## src/rtl/pdm_pkg.sv

```systemverilog
package pdm_pkg;

  typedef enum logic [1:0] {
    PM_RUN   = 2'd0,
    PM_LIGHT = 2'd1,
    PM_DEEP  = 2'd2
  } pm_state_t;

  localparam logic [1:0] STAT_RUN  = 2'b00;
  localparam logic [1:0] STAT_DOWN = 2'b10;

  typedef struct packed {
    logic       cpu_halt;
    logic       dma_halt;
    logic       bus_inhibit;
    logic [1:0] stat;
  } pm_out_t;

  function automatic pm_out_t pm_decode(pm_state_t s);
    pm_out_t o;
    o.cpu_halt    = (s != PM_RUN);
    o.dma_halt    = (s == PM_DEEP);
    o.bus_inhibit = (s == PM_DEEP);
    o.stat        = (s == PM_RUN) ? STAT_RUN : STAT_DOWN;
    return o;
  endfunction

endpackage

```

## src/rtl/pdm_wake_arb.sv

```systemverilog
module pdm_wake_arb #(
  parameter int                CODE_W   = 12,
  parameter int                LVL_W    = 4,
  parameter logic [CODE_W-1:0] NMI_CODE = 12'h1C0,
  parameter logic [CODE_W-1:0] EXT_BASE = 12'h200,
  parameter logic [CODE_W-1:0] EXT_STEP = 12'h020
) (
  input  logic              nmi_req,
  input  logic [LVL_W-1:0]  ext_lvl,
  input  logic              per_req,
  input  logic [CODE_W-1:0] per_code,
  output logic              any_irq,
  output logic [CODE_W-1:0] win_code
);

  logic              ext_hit;
  logic [CODE_W-1:0] ext_code;

  assign ext_hit  = |ext_lvl;
  assign ext_code = EXT_BASE + CODE_W'(ext_lvl) * EXT_STEP;
  assign any_irq  = nmi_req | ext_hit | per_req;

  // fixed order: non-maskable, external level, peripheral
  always_comb begin
    if (nmi_req)      win_code = NMI_CODE;
    else if (ext_hit) win_code = ext_code;
    else              win_code = per_code;
  end

endmodule

```

## src/rtl/pdm_fsm.sv

```systemverilog
module pdm_fsm
  import pdm_pkg::*;
(
  input  logic      clk,
  input  logic      rst,
  input  logic      sleep_stb,
  input  logic      stby_sel,
  input  logic      deep_sel,
  input  logic      any_irq,
  input  logic      rst_src,
  output pm_state_t state_nxt,
  output logic      wake_go,
  output logic      stby_go
);

  pm_state_t state_q;

  always_comb begin
    state_nxt = state_q;
    wake_go   = 1'b0;
    stby_go   = 1'b0;
    unique case (state_q)
      PM_RUN: begin
        if (sleep_stb && !rst_src) begin
          if (stby_sel) stby_go   = 1'b1;
          else          state_nxt = deep_sel ? PM_DEEP : PM_LIGHT;
        end
      end
      PM_LIGHT, PM_DEEP: begin
        if (rst_src) begin
          state_nxt = PM_RUN;
        end else if (any_irq) begin
          state_nxt = PM_RUN;
          wake_go   = 1'b1;
        end
      end
      default: state_nxt = PM_RUN;
    endcase
  end

  always_ff @(posedge clk) begin
    if (rst) state_q <= PM_RUN;
    else     state_q <= state_nxt;
  end

endmodule

```

## src/rtl/pdm_out_reg.sv

```systemverilog
module pdm_out_reg
  import pdm_pkg::*;
#(
  parameter int CODE_W = 12
) (
  input  logic              clk,
  input  logic              rst,
  input  pm_state_t         state_nxt,
  input  logic              wake_go,
  input  logic              stby_go,
  input  logic [CODE_W-1:0] win_code,
  output pm_out_t           pm_q,
  output logic              clk_en_q,
  output logic              wake_q,
  output logic              stby_q,
  output logic [CODE_W-1:0] code_q
);

  always_ff @(posedge clk) begin
    if (rst) begin
      pm_q     <= pm_decode(PM_RUN);
      clk_en_q <= 1'b1;
      wake_q   <= 1'b0;
      stby_q   <= 1'b0;
      code_q   <= '0;
    end else begin
      pm_q     <= pm_decode(state_nxt);
      clk_en_q <= 1'b1;
      wake_q   <= wake_go;
      stby_q   <= stby_go;
      if (wake_go) code_q <= win_code;
    end
  end

endmodule

```

## src/rtl/pdm_ctrl.sv

```systemverilog
module pdm_ctrl
  import pdm_pkg::*;
#(
  parameter int                CODE_W   = 12,
  parameter int                LVL_W    = 4,
  parameter logic [CODE_W-1:0] NMI_CODE = 12'h1C0,
  parameter logic [CODE_W-1:0] EXT_BASE = 12'h200,
  parameter logic [CODE_W-1:0] EXT_STEP = 12'h020
) (
  input  logic              clk,
  input  logic              rst,
  input  logic              sleep_stb,
  input  logic              stby_sel,
  input  logic              deep_sel,
  input  logic              nmi_req,
  input  logic [LVL_W-1:0]  ext_lvl,
  input  logic              per_req,
  input  logic [CODE_W-1:0] per_code,
  input  logic              rst_pin_req,
  input  logic              wdt_ovf,
  output logic              cpu_halt,
  output logic              dma_halt,
  output logic              bus_inhibit,
  output logic [1:0]        stat_pins,
  output logic              clk_out_en,
  output logic              wake_stb,
  output logic [CODE_W-1:0] evt_code,
  output logic              stby_req
);

  logic              any_irq;
  logic [CODE_W-1:0] win_code;
  logic              rst_src;
  pm_state_t         state_nxt;
  logic              wake_go;
  logic              stby_go;
  pm_out_t           pm_q;

  assign rst_src = rst_pin_req | wdt_ovf;

  pdm_wake_arb #(
    .CODE_W(CODE_W), .LVL_W(LVL_W),
    .NMI_CODE(NMI_CODE), .EXT_BASE(EXT_BASE), .EXT_STEP(EXT_STEP)
  ) arb_i (
    .nmi_req(nmi_req), .ext_lvl(ext_lvl), .per_req(per_req),
    .per_code(per_code), .any_irq(any_irq), .win_code(win_code)
  );

  pdm_fsm fsm_i (
    .clk(clk), .rst(rst), .sleep_stb(sleep_stb), .stby_sel(stby_sel),
    .deep_sel(deep_sel), .any_irq(any_irq), .rst_src(rst_src),
    .state_nxt(state_nxt), .wake_go(wake_go), .stby_go(stby_go)
  );

  pdm_out_reg #(.CODE_W(CODE_W)) out_i (
    .clk(clk), .rst(rst), .state_nxt(state_nxt), .wake_go(wake_go),
    .stby_go(stby_go), .win_code(win_code), .pm_q(pm_q),
    .clk_en_q(clk_out_en), .wake_q(wake_stb), .stby_q(stby_req),
    .code_q(evt_code)
  );

  assign cpu_halt    = pm_q.cpu_halt;
  assign dma_halt    = pm_q.dma_halt;
  assign bus_inhibit = pm_q.bus_inhibit;
  assign stat_pins   = pm_q.stat;

endmodule

```

## config.mk

```make
export PLATFORM = sky130hd
export DESIGN_NAME = pdm_ctrl
export DESIGN_NICKNAME = d
export VERILOG_FILES = /design/src/rtl/pdm_pkg.sv /design/src/rtl/pdm_wake_arb.sv /design/src/rtl/pdm_fsm.sv /design/src/rtl/pdm_out_reg.sv /design/src/rtl/pdm_ctrl.sv
export SDC_FILE = /design/constraint.sdc
export NUM_CORES = 1
export LEC_CHECK = 0
export BUFFER_PORTS_ARGS = -buffer_cell sky130_fd_sc_hd__buf_2
export CAP_MARGIN = 25
export CORE_MARGIN = 3
export CORE_UTILIZATION = 41
export CTS_CLUSTER_DIAMETER = 150
export DETAILED_ROUTE_END_ITERATION = 6
export GPL_TIMING_DRIVEN = 0
export PLACE_DENSITY = 0.85
export SLEW_MARGIN = 25
export SYNTH_ARGS = -nofsm -noshare
export SYNTH_HDL_FRONTEND = slang
export SYNTH_SLANG_ARGS = --single-unit
```

## constraint.sdc

```tcl
create_clock -name clk -period 2 [get_ports clk]
set_clock_uncertainty 0.05 [all_clocks]
set_input_delay 0.1 -clock clk [delete_from_list [all_inputs] [get_ports clk]]
set_output_delay 0.1 -clock clk [all_outputs]
set_load 0.005 [all_outputs]
```

==> impl_metrics.yaml, run 1 <==
yosys:
  synthArstFlopShare_pct: 0
  yosysUniqueCellTypes: 30
  synthesis.nets: 104
  syn_area_um2: 786
  synth-compound-area-share_pct: 23.9
  synth.mux.area_fraction_pct: 1.27
  synth_fa_ha_area_share_pct: 3.18
  synth_enable_flop_cells: 0
  synth_top_family_by_area: "compound AO/OA/AOI/OAI gates"
  ys.flop_type: "dfxtp_1"
  ys_ff_latch: 18
  ys_seq_area_share_pct: 45.9
  synth.avg_cell_area_um2: 10.2
  syn_inst: 77
  synthSimpleGateAreaFrac_pct: 18.0
  synth_xor_area_share_pct: 0
  yosysWarnings: 0
clock_network:
  path_clk_slew_ps: 100
  cts.sinks: 18
  clk_latency_ps: 280
  tritoncts: "built"
  clockBufferDepth: 2
  numCtsBuffers: 3
  cts-root-buf: "clkbuf_4"
  htreeDepth: 1
drt:
  drtIter0Drc: 14
  wl_um: 1970
  post_drt_wl_per_cell_um: 12.6
  drc: 0
  antenna_left: 0
  viasPerCell: 4.83
  drt_first_pass_iters: 4
  vias: 754
final_layout:
  multi_input_area_um2: 377
  final_cell_mix: "buf_2, dfxtp_1, dlygate4sd3_1, a211oi_1, a22o_1"
  area_growth_pct: 46.8
  layout-drive-gt1-share_pct: 45.0
  final_nets: 159
  layout_commonest_cell: "buf_2"
  antenna_cells: 0
  fillCellCount: 160
  seq_area_um2: 363
timing:
  clock.fmax_mhz: 544
  slew_viol_final: 0
  report.final.setup_viol: 0
  finalCritPeriodShare_pct: 91.9
  setup_ws_ps: 161
  tns_ps: 0
  hold_violations: 0
  hold_slack_ps: 51.2
  layout_min_cycle_time_ps: 1840
placed_design:
  gp_congestion: 0.738
  portBuffers: 42
  dp_hpwl_um: 1370
  dp_slack_ps: 4.78
setup_path:
  ff2ff_setup_slack_ps: 160
  r2r_cells: 7
  startpoint_type: "flop"
  cp.arrival_ps: 1970
  path_class: "flop to flop"
  setup.worst_path.end_class: "flop"
  reg2reg_to: "out_i.code_q[2]"
  worst_r2r_startpoint: "fsm_i.state_q[0]"
  cp_max_fo: 10
  cp.required_ps: 2140
worst_hold_path:
  worstHoldStart: "stby_sel"
  hold_path_depth: 2
  worstHoldEndpoint: "out_i.stby_q"
  hold_class: "primary input to flop"
status:
  outcome: "finished clean"
power_and_ir_drop:
  p_leak_nw: 0.534
  p_per_area_nw_per_um2: 577
  ir_drop_mv: 0.343
global_route:
  antenna_found_initial: 0
  grt_start_max_net_pins: 11
  grt_first_pass_wirelength_um: 3270
  grt_overflow: 0
  track_usage_pct: 16.5
  grt_pass1_vias: 739
job:
  drv_cap: 0
floorplan:
  die_w_um: 49.8
  initial_core_util_pct: 44.5
  boundaryPins: 45
  dieArea_um2: 2480
  core_um2: 1760
  die_h_um: 49.8
  row_count: 15
[sequential cells by signal (all words and copies together), names as in the netlist]
| name | flops |
|---|---|
| out_i.wake_q | 1 |
| fsm_i.state_q | 2 |
| out_i.code_q | 12 |
| out_i.stby_q | 1 |
| out_i.pm_q | 2 |
[kinds of logic (layout without fill, tap and decap cells)]
kind of cell,after synthesis,in the layout
fa+ha+maj,2,2
simple gates,20,20
buf+inv,10,64
mux,1,1
compound gates,24,24
flops,18,18
other cells,2,2
[cell type report]
type	instances	area share [%]
buffer	7	3.90
clock buffer	4	3.15
sequential	18	31.5
inverter	3	0.976
multi-input combinational	49	32.6
timing repair buffer	50	25.2
tap	25	2.71
[worst max-delay path by stage]
stage / depth (start not counted) / slack (ps) / from / to
2_1_floorplan: 7 / 230 / fsm_i.state_q[0] / out_i.code_q[0]
3_3_place_gp: 7 / 70 / fsm_i.state_q[0] / out_i.code_q[2]
3_5_place_dp: 7 / 5 / fsm_i.state_q[0] / out_i.code_q[0]
4_1_cts: 7 / 110 / fsm_i.state_q[0] / out_i.code_q[10]
5_1_grt: 7 / -30 / fsm_i.state_q[0] / out_i.code_q[10]
6_report: 7 / 160 / fsm_i.state_q[0] / out_i.code_q[2]
[through the flow]
| step | total power, W | util, % | area (µm²) | std cells |
|---|---|---|---|---|
| after floorplan | 0.000402 | - | 786 | 77 |
| after global placement | 0.000439 | 58.2 | 1030 | 144 |
| after detailed placement | 0.000441 | 58.2 | 1030 | 144 |
| after CTS | 0.000669 | 65.1 | 1150 | 156 |
| after global routing | 0.000703 | 65.4 | 1150 | 156 |
| final | 0.000665 | 65.4 | 1150 | 156 |
[critical path: stages (launching register included)]
cell and delay [ps]:
dfxtp_2 390, inv_1 60, ha_1 260, nor3b_2 200, a21boi_1 220, clkbuf_4 230
nor2_2 90, a22o_1 240
[timing repair]
action / 4_1_cts / 5_1_grt
setup buffers: 0 / 0
hold buffers: 8 / 0
setup endpoints to repair: 4 / 10
hold endpoints to repair: 8 / 0
pin swaps: 0 / 0
gates resized for setup: 1 / 3
[synthesized netlist by cell type, types with 2 or more instances]
cell / instances / area [µm²]
dfxtp_1: 18 / 360
conb_1: 2 / 7.51
nor2_1: 6 / 22.5
buf_4: 4 / 30.0
a211oi_1: 7 / 52.6
a22o_1: 7 / 61.3
ha_1: 2 / 25.0
a21oi_1: 4 / 20.0
nor3_1: 2 / 10.0
nor3b_1: 3 / 22.5
inv_1: 3 / 11.3
[power by group]
| group | internal, W | switching (W) | total, W |
|---|---|---|---|
| clock | 0.000111 | 0.000107 | 0.000217 |
| sequential | 0.000362 | 0.00000222 | 0.000364 |
| combinational | 0.0000462 | 0.0000375 | 0.0000837 |
| total | 0.000519 | 0.000146 | 0.000665 |
[routing by layer]
metal / up-vias / part of all wire [%] / GRT usage [%]
met2: 19 / 54 / 30.6
met4: 0 / 0.61 / 2.76
met5: - / 0 / 0
met1: 344 / 40 / 19.4
met3: 2 / 4.5 / 3.63
li1: 389 / - / -
No activity file was read; power rests on OpenSTA's default activity.
==> inputs of run 2 (changes only) <==
--- a/config.mk
+++ b/config.mk
@@ -7,7 +7,6 @@
 export LEC_CHECK = 0
 export BUFFER_PORTS_ARGS = -buffer_cell sky130_fd_sc_hd__buf_2
 export CAP_MARGIN = 25
-export CORE_MARGIN = 3
 export CORE_UTILIZATION = 41
 export CTS_CLUSTER_DIAMETER = 150
 export DETAILED_ROUTE_END_ITERATION = 6
==> run 2 against run 1 <==
Effect of this change:
- first-iteration DRC count fell by 79%
- total power rose by 0.65%
- sequential share of layout area fell by 0.15 points
- die area fell by 15%
- routed wire length fell by 0.51%
- register-to-register slack got worse by 90 ps
- largest cell class unchanged
==> impl_metrics.yaml, run 2 (same netlist as run 1, synthesis figures left out) <==
final_layout:
  area_growth_pct: 46.5
  largest_reg_flops: 12
  final_nets: 159
  layout-drive-gt1-share_pct: 43.5
  fillCellCount: 160
  antenna_cells: 0
  reg_top3: "out_i.code_q x12, fsm_i.state_q x2, out_i.pm_q x2"
  final_cell_mix: "buf_2, dfxtp_1, dlygate4sd3_1, a211oi_1, a22o_1"
  layout_commonest_cell: "buf_2"
  final_core_util_pct: 65.2
  regMostFlops: "out_i.code_q"
  fin_area_um2: 1150
clock_network:
  clockBufferDepth: 2
  numCtsBuffers: 3
  tritoncts: "built"
  cts.sinks: 18
  postCtsSetupBuffers: 0
  path_clk_slew_ps: 100
  clk_latency_ps: 280
  cts-root-buf: "clkbuf_4"
  htreeDepth: 1
power_and_ir_drop:
  power.total_w: 0.000670
  power_frac_seq_pct: 54.4
  p_sw_w: 0.000151
  p_int_w: 0.000519
  pwr-share-comb_pct: 12.6
  p_per_area_nw_per_um2: 582
  clock_power_share_pct: 33.0
  switching_share_pct: 22.5
  p_leak_nw: 0.533
  ir_drop_mv: 0.447
timing:
  setup_ws_ps: 70.5
  layout_min_cycle_time_ps: 1930
  clock.fmax_mhz: 518
  hold_violations: 0
  report.final.setup_viol: 0
  tns_ps: 0
  slew_viol_final: 0
  finalCritPeriodShare_pct: 96.5
setup_path:
  worstPathCellList: "inv_1, ha_1, nor3b_2, a21boi_1, clkbuf_4, nor2_2, a22o_1"
  cp_max_fo: 10
  r2r_cells: 7
  setup.worst_path.end_class: "flop"
  cp.arrival_ps: 2060
  crit_family: "compound AO/OA/AOI/OAI gates"
  cp_slowest_cell: "dfxtp_1"
  ff2ff_setup_slack_ps: 70
  startpoint_type: "flop"
  reg2reg_to: "out_i.code_q[10]"
  path_class: "flop to flop"
  worst_r2r_startpoint: "fsm_i.state_q[0]"
  cp.buffers_inverters: 2
  cp.required_ps: 2130
  cpPeakStageDelay_ps: 430
placed_design:
  dp_slack_ps: 38.8
  portBuffers: 42
  dp_hpwl_um: 1370
  gp_congestion: 0.787
  placed_cell_area_um2: 1030
worst_hold_path:
  hold_path_depth: 2
  hold_class: "primary input to flop"
  worstHoldStart: "stby_sel"
  worstHoldEndpoint: "out_i.stby_q"
drt:
  drtIter0Drc: 3
  viasPerCell: 4.97
  routed.top_layer: "met4"
  met3_length_um: 84
  met1_length_um: 790
  drc: 0
  drt_first_pass_iters: 4
  vias: 775
  wl_met2_um: 1070
  antenna_left: 0
  wl_um: 1960
  post_drt_wl_per_cell_um: 12.6
job:
  drv_cap: 0
floorplan:
  die_w_um: 45.8
  core_um2: 1760
  die_h_um: 45.8
  boundaryPins: 45
  row_count: 15
  initial_core_util_pct: 44.5
  dieArea_um2: 2100
global_route:
  grt_start_max_net_pins: 11
  grt_pass1_vias: 762
  grt_overflow: 0
  grt_first_pass_wirelength_um: 3110
  antenna_found_initial: 0
  track_usage_pct: 20.5
status:
  outcome: "finished clean"
==> run 2: worst max-delay path by stage <==
stage	from	endpoint	slack, ps	depth (start not counted)
after floorplan	fsm_i.state_q[0]	out_i.code_q[0]	230	7
after global placement	fsm_i.state_q[0]	out_i.code_q[2]	70	7
after detailed placement	fsm_i.state_q[0]	out_i.code_q[4]	40	7
after CTS	fsm_i.state_q[0]	out_i.code_q[4]	10	7
after global routing	fsm_i.state_q[0]	out_i.code_q[10]	-20	7
final	fsm_i.state_q[0]	out_i.code_q[10]	70	7
==> run 2: worst reg2reg max path: cells and delay by family, from the launching register on <==
family | cells | cell delay, ps
AOI/OAI and AO/OA | 2 | 480
DFF | 1 | 430
buffers and inverters | 2 | 310
and+or+nand+nor | 2 | 280
adders and majority gates | 1 | 270
==> run 2: power groups by stage <==
stage / sequential (W) / clock, W / combinational, W
6_report: 0.000364 / 0.000221 / 0.0000842
5_1_grt: 0.000365 / 0.000243 / 0.0000917
4_1_cts: 0.000364 / 0.000225 / 0.0000821
3_5_place_dp: 0.000372 / 0 / 0.0000696
3_3_place_gp: 0.000372 / 0 / 0.0000671
2_1_floorplan: 0.000373 / 0 / 0.0000299
==> run 2: through the flow <==
stage	hold WS, ps	instances
after floorplan	119	77
after global placement	260	144
after detailed placement	262	144
after CTS	40.9	156
after global routing	40.3	156
final	44.3	156
==> run 2: area by class of cell <==
| class | count | area, µm² | area share, % |
|---|---|---|---|
| inverter | 3 | 11.3 | 0.978 |
| clock buffer | 4 | 36.3 | 3.15 |
| timing repair buffer | 50 | 290 | 25.2 |
| buffer | 7 | 45.0 | 3.91 |
| tap | 25 | 31.3 | 2.72 |
| sequential | 18 | 360 | 31.3 |
| multi-input combinational | 49 | 377 | 32.7 |
==> run 2: routing by layer <==
layer	GRT usage [%]	up-vias
met5	0	-
li1	-	386
met2	37.4	30
met3	4.76	2
met1	23.2	357
met4	6.47	0
==> run 2: repair_timing <==
action | in CTS | in global routing
hold endpoints to repair | 8 | 0
hold buffers | 8 | 0
resized for setup | 0 | 2
endpoints found under the setup margin | 0 | 10
==> inputs of run 3 (changes only) <==
--- a/config.mk
+++ b/config.mk
@@ -12,6 +12,7 @@
 export DETAILED_ROUTE_END_ITERATION = 6
 export GPL_TIMING_DRIVEN = 0
 export PLACE_DENSITY = 0.85
+export REMOVE_ABC_BUFFERS = 1
 export SLEW_MARGIN = 25
 export SYNTH_ARGS = -nofsm -noshare
 export SYNTH_HDL_FRONTEND = slang
==> run 3 against run 2 <==
Effect of this change:
- global-route usage is 0.40 points higher
- sequential cell count stayed put
- via count decreased by 1.2%
- first-iteration DRC count increased to 3.0 times the previous value
- sequential share of layout area up 0.88 points
- critical path type unchanged
==> impl_metrics.yaml, run 3 (same netlist as run 1, synthesis figures left out) <==
final_layout:
  antenna_cells: 0
  fillCellCount: 160
  final_nets: 153
  largest_reg_flops: 12
  layout_commonest_cell: "buf_2"
  fin_area_um2: 1120
  regMostFlops: "out_i.code_q"
  reg_top3: "out_i.code_q x12, fsm_i.state_q x2, out_i.pm_q x2"
  area_growth_pct: 43.0
  final_core_util_pct: 63.7
  layout-drive-gt1-share_pct: 44.8
  final_cell_mix: "buf_2, dfxtp_1, a211oi_1, a22o_1, dlygate4sd3_1"
clock_network:
  cts.sinks: 18
  cts-root-buf: "clkbuf_4"
  htreeDepth: 1
  clk_latency_ps: 290
  tritoncts: "built"
  clockBufferDepth: 2
  numCtsBuffers: 3
  path_clk_slew_ps: 100
power_and_ir_drop:
  ir_drop_mv: 0.482
  p_leak_nw: 0.513
  p_per_area_nw_per_um2: 585
  power.total_w: 0.000657
placed_design:
  placed_cell_area_um2: 985
  gp_congestion: 0.724
  dp_hpwl_um: 1270
  portBuffers: 42
timing:
  rsz0062_at_grt: "false"
  hold_violations: 0
  report.final.setup_viol: 0
  slew_viol_final: 0
  worst_pin_slew_ps: 501
  finalCritPeriodShare_pct: 90.4
  slew_headroom_pct: 66.3
  layout_min_cycle_time_ps: 1810
  clock.fmax_mhz: 553
setup_path:
  cp_max_fo: 5
  ff2ff_setup_slack_ps: 190
  path_class: "flop to flop"
  worst_r2r_startpoint: "fsm_i.state_q[1]"
  startpoint_type: "flop"
  reg2reg_to: "out_i.code_q[5]"
  r2r_cells: 6
  setup.worst_path.end_class: "flop"
  cp.required_ps: 2170
  cp.arrival_ps: 1980
job:
  drv_cap: 0
global_route:
  grt_first_pass_wirelength_um: 3020
  grt_overflow: 0
  track_usage_pct: 20.9
  grt_start_max_net_pins: 14
  antenna_found_initial: 0
  grt_pass1_vias: 777
worst_hold_path:
  hold_class: "primary input to flop"
  hold_path_depth: 2
  worstHoldStart: "stby_sel"
  worstHoldEndpoint: "out_i.stby_q"
floorplan:
  die_w_um: 45.8
  initial_core_util_pct: 44.5
  row_count: 15
  dieArea_um2: 2100
  core_um2: 1760
  boundaryPins: 45
  die_h_um: 45.8
drt:
  drc: 0
  vias: 766
  viasPerCell: 5.11
  post_drt_wl_per_cell_um: 12.2
  antenna_left: 0
  wl_um: 1840
  drt_first_pass_iters: 4
  drtIter0Drc: 9
status:
  outcome: "finished clean"
==> run 3: cell count changes in the layout (fill, tap and decap cells not counted) <==
| cell | previous run | this run |
|---|---|---|
| buf_4 | 4 | 2 |
| clkbuf_4 | 4 | 3 |
| a21boi_1 | 1 | 0 |
| dfxtp_1 | 18 | 17 |
| a21boi_4 | 0 | 1 |
| clkbuf_1 | 1 | 0 |
| dfxtp_2 | 0 | 1 |
| buf_1 | 1 | 0 |
| dlygate4sd3_1 | 8 | 7 |
==> run 3: repair_timing <==
action                                  4_1_cts  5_1_grt
hold buffers                                  7        0
endpoints found under the setup margin       13       14
gates resized for setup                       2        2
endpoints found under the hold margin         7        0
buffers inserted                              2        0
cloned                                        0        0
==> run 3: how the worst max path moves through the flow <==
stage	endpoint	cells past startpoint	slack, ps	start
finish	out_i.code_q[5]	6	190	fsm_i.state_q[1]
global route	out_i.code_q[5]	6	20	fsm_i.state_q[1]
CTS	out_i.code_q[5]	6	40	fsm_i.state_q[0]
detailed placement	out_i.code_q[5]	6	-380	fsm_i.state_q[0]
global placement	out_i.code_q[5]	6	-300	fsm_i.state_q[0]
floorplan	out_i.code_q[5]	6	-90	fsm_i.state_q[0]
==> run 3: layer usage <==
metal / global-route usage (%) / routed length [µm]
met1: 18.0 / 691
met2: 41.4 / 997
met3: 5.16 / 105
met4: 12.9 / 41
met5: 0 / 0
==> run 3: worst max-delay path, stage by stage (launching register included) <==
cell and delay [ps]:
dfxtp_1 400, inv_1 60, ha_1 250, nor3b_2 220, a21boi_4 280, or3b_1 360
a21oi_1 130
==> run 3: area by class of cell <==
type	count	area (µm²)	share of cell area [%]
multi-input cells	49	388	34.5
flip-flops and latches	18	362	32.2
repair buffers	51	295	26.3
clock buffers	4	36.3	3.23
well taps	25	31.3	2.78
inverters	3	11.3	1.00
==> run 3: where the power goes <==
group          switching [W]  internal, W
logic              0.0000370    0.0000414
registers         0.00000209     0.000362
clock network       0.000104     0.000111
==> run 3: per-stage QoR <==
step / instances / hold WS (ps) / worst slack (ps) / setup TNS (ps)
2_1_floorplan: 70 / 119 / -91.9 / -104
3_3_place_gp: 137 / 271 / -295 / -2410
3_5_place_dp: 137 / 267 / -379 / -3460
4_1_cts: 150 / 20.1 / 40.3 / 0
5_1_grt: 150 / 26.7 / 21.5 / 0
6_report: 150 / 43.6 / 191 / 0
